--- src/rtl/msr_pkg.sv ---
package msr_pkg;
    localparam int NUM_LINES = 4;
    localparam int IDX_CTS   = 0;
    localparam int IDX_DSR   = 1;
    localparam int IDX_RI    = 2;
    localparam int IDX_DCD   = 3;
    localparam int REG_W     = 2 * NUM_LINES;

    typedef enum logic {
        FLAG_IDLE = 1'b0,
        FLAG_HELD = 1'b1
    } flag_state_e;
endpackage

--- src/rtl/line_sync.sv ---
module line_sync #(
    parameter int WIDTH  = 4,
    parameter int STAGES = 2
) (
    input  logic             clk,
    input  logic             rst_n,
    input  logic [WIDTH-1:0] line_n,
    output logic [WIDTH-1:0] level_n,
    output logic [WIDTH-1:0] prev_n
);
    localparam int DEPTH = STAGES + 1;

    logic [WIDTH-1:0] pipe [DEPTH];

    // Idle lines sit high; reset to that level so no false change appears.
    always_ff @(posedge clk or negedge rst_n) begin
        if (!rst_n) begin
            for (int s = 0; s < DEPTH; s++) begin
                pipe[s] <= '1;
            end
        end else begin
            pipe[0] <= line_n;
            for (int s = 1; s < DEPTH; s++) begin
                pipe[s] <= pipe[s-1];
            end
        end
    end

    assign level_n = pipe[STAGES-1];
    assign prev_n  = pipe[STAGES];
endmodule

--- src/rtl/delta_flag.sv ---
module delta_flag
    import msr_pkg::*;
(
    input  logic clk,
    input  logic rst_n,
    input  logic event_i,
    input  logic clear_i,
    input  logic block_i,
    output logic flag_o
);
    flag_state_e state_q, state_d;

    always_comb begin
        state_d = state_q;
        unique case (state_q)
            FLAG_IDLE: begin
                if (event_i && !block_i) begin
                    state_d = FLAG_HELD;          // set
                end
            end
            FLAG_HELD: begin
                if (block_i) begin
                    state_d = FLAG_IDLE;          // suppress
                end else if (clear_i && !event_i) begin
                    state_d = FLAG_IDLE;          // read-clear
                end
            end
            default: state_d = FLAG_IDLE;
        endcase
    end

    always_ff @(posedge clk or negedge rst_n) begin
        if (!rst_n) begin
            state_q <= FLAG_IDLE;
        end else begin
            state_q <= state_d;
        end
    end

    always_comb begin
        unique case (state_q)
            FLAG_HELD: flag_o = 1'b1;
            default:   flag_o = 1'b0;
        endcase
    end
endmodule

--- src/rtl/modem_status_unit.sv ---
module modem_status_unit
    import msr_pkg::*;
#(
    parameter int ADDR_W      = 3,
    parameter int MSR_OFFSET  = 6,
    parameter int SYNC_STAGES = 2,
    parameter bit HAS_RI_DCD  = 1'b1
) (
    input  logic              clk,
    input  logic              rst_n,
    input  logic              bus_rd,
    input  logic [ADDR_W-1:0] bus_addr,
    output logic [REG_W-1:0]  rd_data,
    input  logic              msi_en,
    input  logic              autoflow_en,
    input  logic              cts_n,
    input  logic              dsr_n,
    input  logic              ri_n,
    input  logic              dcd_n,
    output logic              irq
);
    localparam logic [ADDR_W-1:0] HIT_ADDR = ADDR_W'(MSR_OFFSET);

    logic [NUM_LINES-1:0] raw_n;
    logic [NUM_LINES-1:0] lvl_n;
    logic [NUM_LINES-1:0] prv_n;
    logic [NUM_LINES-1:0] line_evt;
    logic [NUM_LINES-1:0] line_blk;
    logic [NUM_LINES-1:0] delta_q;
    logic                 rd_hit;

    assign raw_n = {dcd_n, ri_n, dsr_n, cts_n};

    line_sync #(
        .WIDTH  (NUM_LINES),
        .STAGES (SYNC_STAGES)
    ) u_sync (
        .clk     (clk),
        .rst_n   (rst_n),
        .line_n  (raw_n),
        .level_n (lvl_n),
        .prev_n  (prv_n)
    );

    assign rd_hit = bus_rd && (bus_addr == HIT_ADDR);

    for (genvar i = 0; i < NUM_LINES; i++) begin : g_line
        if (i == IDX_RI) begin : g_trail
            // Ring flag: only the line going from low to high counts.
            assign line_evt[i] = lvl_n[i] & ~prv_n[i];
        end else begin : g_any
            assign line_evt[i] = lvl_n[i] ^ prv_n[i];
        end

        if (i == IDX_CTS) begin : g_afc
            assign line_blk[i] = autoflow_en;
        end else begin : g_free
            assign line_blk[i] = 1'b0;
        end

        if (!HAS_RI_DCD && (i == IDX_RI || i == IDX_DCD)) begin : g_stub
            assign delta_q[i] = 1'b0;
        end else begin : g_flag
            delta_flag u_flag (
                .clk     (clk),
                .rst_n   (rst_n),
                .event_i (line_evt[i]),
                .clear_i (rd_hit),
                .block_i (line_blk[i]),
                .flag_o  (delta_q[i])
            );
        end
    end

    assign rd_data = rd_hit ? {~lvl_n, delta_q} : '0;
    assign irq     = msi_en & (|delta_q);
endmodule

--- config.mk ---
export PLATFORM = sky130hd
export DESIGN_NAME = modem_status_unit
export DESIGN_NICKNAME = d
export VERILOG_FILES = /design/src/rtl/msr_pkg.sv /design/src/rtl/line_sync.sv /design/src/rtl/delta_flag.sv /design/src/rtl/modem_status_unit.sv
export SDC_FILE = /design/constraint.sdc
export NUM_CORES = 1
export LEC_CHECK = 0
export CORE_MARGIN = 2
export CORE_UTILIZATION = 43
export CTS_CLUSTER_SIZE = 12
export DETAILED_ROUTE_END_ITERATION = 7
export GPL_TIMING_DRIVEN = 1
export PLACE_DENSITY_LB_ADDON = 0.2
export SYNTH_ARGS = -nofsm -noshare
export SYNTH_HDL_FRONTEND = slang
export SYNTH_HIERARCHICAL = 1
export SYNTH_SLANG_ARGS = --single-unit
--- constraint.sdc ---
create_clock -name clk -period 1.3 [get_ports clk]
set_input_delay 0.26 -clock clk [delete_from_list [all_inputs] [get_ports clk]]
set_output_delay 0.26 -clock clk [all_outputs]
set_load 0.02 [all_outputs]
# [Word-level counts from Yosys, hierarchy flattened]
# Index checks and enable logic that the tools add are counted.
[totals] reg_bits=16
[classes] n_reduce_logical=12 mux=18 eq_ne=1 n_bitwise=11
[op_table] op="1-bit 2-to-1 mux" n=13
[op_table] op="8-bit 2-to-1 mux" n=1
[op_table] op="1-bit case mux with 2 select lines" n=4
[op_table] op="1-bit logical AND" n=6
[op_table] op="1-bit logical NOT" n=5
[op_table] op="1-bit inverter" n=5
[op_table] op="4-bit inverter" n=1
[op_table] op="4-bit OR reduction" n=1
[op_table] op="3-bit == test (second input constant)" n=1
[op_table] op="1-bit XOR" n=3
[op_table] op="1-bit bitwise AND" n=2

# [Longest topological paths before layout]
[depth] ltp_word=6 mapped_depth=4 mapped_depth_nobuf=4

# [Hierarchy]
# Netlist, hierarchy kept.
[modules_own_cells] mod="line_sync" seq_area_each_um2=315.3 cells_per_inst=20 instances=1 area_each_um2=375.4
[modules_own_cells] mod="delta_flag" seq_area_each_um2=25.0 cells_per_inst=4 instances=4 area_each_um2=43.8
[modules_own_cells] mod="modem_status_unit" seq_area_each_um2=0.0 cells_per_inst=16 instances=1 area_each_um2=115.1

# [Worst setup path before layout]
# OpenSTA, ideal clock, no wires.
[synth_timing] path_type="register to output" start="register g_line[3].g_flag.u_flag.state_q" end="output irq" stages_incl_launch_ff=2 path_buffers=0 arrival_ns=0.867 path_slack_ns=0.173 cell_sequence="dfrtp_1 -> o41a_1"
[synth_between] elab_chain_len=3
[synth_lines] item="start: declaration" line="delta_flag.sv:11" source="flag_state_e state_q, state_d;"
[synth_lines] item="start signal: assignment" line="delta_flag.sv:36" source="state_q <= state_d;"
[synth_lines] item="1-bit 2-to-1 mux" line="delta_flag.sv:41" source="unique case (state_q)"
[synth_lines] item="4-bit OR reduction" line="modem_status_unit.sv:76" source="assign irq = msi_en & (|delta_q);"
[synth_lines] item="1-bit bitwise AND" line="modem_status_unit.sv:76"
[synth_lines] item="end: declaration" line="modem_status_unit.sv:20" source="output logic irq"
# Every way passes these cells.

# [Worst setup path after layout]
[layout_timing] start="register g_line[0].g_flag.u_flag.state_q" end="output irq"
[layout_between] elab_chain_len=3
[layout_lines] item="start: declaration" line="delta_flag.sv:11"
[layout_lines] item="start signal: assignment" line="delta_flag.sv:36"
[layout_lines] item="1-bit 2-to-1 mux" line="delta_flag.sv:41"
[layout_lines] item="4-bit OR reduction" line="modem_status_unit.sv:76"
[layout_lines] item="1-bit bitwise AND" line="modem_status_unit.sv:76"
# Every way passes these cells.

==> metrics <==
global-route track usage on met1 0.162; grt met3 use 0.0417; max-slew violation count 0; antenna cells 0; clock slew seen by the registers of the worst setup and hold paths 90 ps; first-pass GRT wire length 1.75 mm; CTS tree yes; Static Leak 0.483 nW; DR pass1 iterations 2; maximum vdd drop 0.777 mV; post-route ant nets 0; Synth warnings 6; WL/cell 10.2 um; largest area contributor in the netlist dfstp_2; r2r startpoint u_sync/level_n[2]; initial antenna violation count 0; final worst slack -195 ps; Reg2Reg Depth 5; Synth Area in XOR/XNOR 0.0395; RSZ-0062 raised after global routing yes; Die Width 43.3 um; # clock sinks 16; GRT Max-Usage Layer met2; synth top area cells dfstp_2 (47%), dfrtp_1 (15%), buf_4 (9.0%); Num CTS Buffers 3; violations in the final reports negative setup slack; grt total ovfl 0; Final Hold Fails 0; starting density of the core 0.452; final wirelength 1.02 mm; Hold Slack 278 ps; Synth Area in Compound Gates 0.0695; main combinational cell family by area after synthesis simple AND/OR/NAND/NOR gates; Placed Area 901 sq um; layout cells sized above 1 0.619; Vias 417; synth unique cells 14; Setup Viol. Count Final 5; CP Launch Point g_line[0].g_flag.u_flag/state_q; Synth-to-Final Area Change 52.1%; kind of critical path reg -> out; DRC viols 0; num ports 21; IO buf count 20; Die ar. 1880 sq um; Tmin final 1500 ps; Worst Path Required 1040 ps; CP Max Fanout 2; aggregate global-route resource usage 0.132; gpl congestion 0.769; GR Layer Usage met2 0.206; Synth Register Bits 16; Mean Syn Cell Area 12.8 sq um; Seq/Total Area, Yosys 0.624; Synth Instances 52; Synth top area share 0.474; Vias/cell 4.17; status finished with violations; fin crit share 1.15; multiplexer share of the synthesized area 0; critical path endpoint category output port; clk buf depth 2; worst min-delay path class in -> async; adder-cell share of the synthesized area 0; largest net degree at the start of global routing 17; Final HPWL DP 733 um; most frequent cells in the layout buf_6 (12), dfstp_2 (12), buf_4 (11); hold_buf cts 0; CTS Root Cell clkbuf_4; Max H-tree Level 1; simple logic cell fraction of the synthesized area 0.143; Skew-Pair Late Insertion Delay 280 ps; Finished Core Util 0.688; CP Launch Type flip-flop; CORE AREA 1470 sq um; final instance area 1010 sq um; Vert. Die Dim 43.3 um; drt initial violations 1; Pwr per Cell Area 1030 nW/um^2; nets@finish 97; max cap viols 0; num rows 14; Layout Skew 5.74 ps; WP data arrival 1240 ps; Mapped Area 666 sq um; maximum clock frequency 669 MHz; vias in the first global route 390
per-stage QoR:
step	setup slack, ps	power, mW	instances	setup TNS [ps]
2_1_floorplan	173	0.629	54	0
3_3_place_gp	-699	0.702	91	-5680
3_5_place_dp	-714	0.704	91	-5860
4_1_cts	-217	1.04	97	-433
5_1_grt	-262	1.10	100	-766
6_report	-195	1.04	100	-487
cell usage after synthesis:
master     n
nor2_1     4
dfstp_2   12
o41a_1     1
dfrtp_1    4
conb_1     1
nand4b_4   1
xor2_1     3
and2_1     4
a21oi_2    4
nand2b_1   4
buf_4      8
inv_1      4
inv_2      1
nor2b_1    1
sequential cells by signal (all words and copies together) (netlist names):
register / count
g_line.g_flag.u_flag/state_q: 4
u_sync/level_n: 4
u_sync/pipe: 4
u_sync/prev_n: 4
final timing paths:
kind                       slack, ps                              end
min reg2reg                      350                u_sync/level_n[0]
max reg2reg                      220  g_line[2].g_flag.u_flag/state_q
max in group asynchronous        770                 u_sync/prev_n[1]
min in group clk                 350                u_sync/level_n[0]
max                             -200                              irq
min                              280  g_line[3].g_flag.u_flag/state_q
layout make-up:
| class | instances | area, sq um |
|---|---|---|
| clock buffers | 4 | 36.3 |
| fillers | 117 | 459 |
| inverters | 5 | 21.3 |
| multi-input cells | 25 | 196 |
| flip-flops and latches | 16 | 415 |
| well taps | 16 | 20.0 |
| repair buffers | 34 | 323 |
critical path, stage by stage, from the launching register on:
cell	delay [ps]
dfrtp_1	390
o41a_1	430
buf_6	140
timing repair:
action                     CTS  global route
setup endpoints to repair    9             9
pin swaps                    3             3
setup buffers                2             4
resized for setup           61             9
power breakdown:
| group | switching, mW | leakage (nW) | total, mW | internal [mW] |
|---|---|---|---|---|
| clock | 0.150 | 0.0210 | 0.320 | 0.170 |
| combinational | 0.0628 | 0.285 | 0.163 | 0.0999 |
| sequential | 0.0153 | 0.177 | 0.558 | 0.542 |
| total | 0.228 | 0.483 | 1.04 | 0.812 |
per-layer routing:
| metal | wire, um | vias to the layer above |
|---|---|---|
| met5 | 0 | - |
| met4 | 5 | 0 |
| met3 | 69 | 2 |
| met2 | 521 | 13 |
| li1 | - | 214 |
| met1 | 421 | 188 |
cell families (layout without fill, tap and decap cells):
group                  Yosys count  in the layout
other                            1              3
AO/OA/AOI/OAI                    5              5
buffers and inverters           13             43
AND/OR/NAND/NOR                 14             14
flip-flops                      16             16
XOR/XNOR                         3              3
Power figures use the tool's default switching activity.
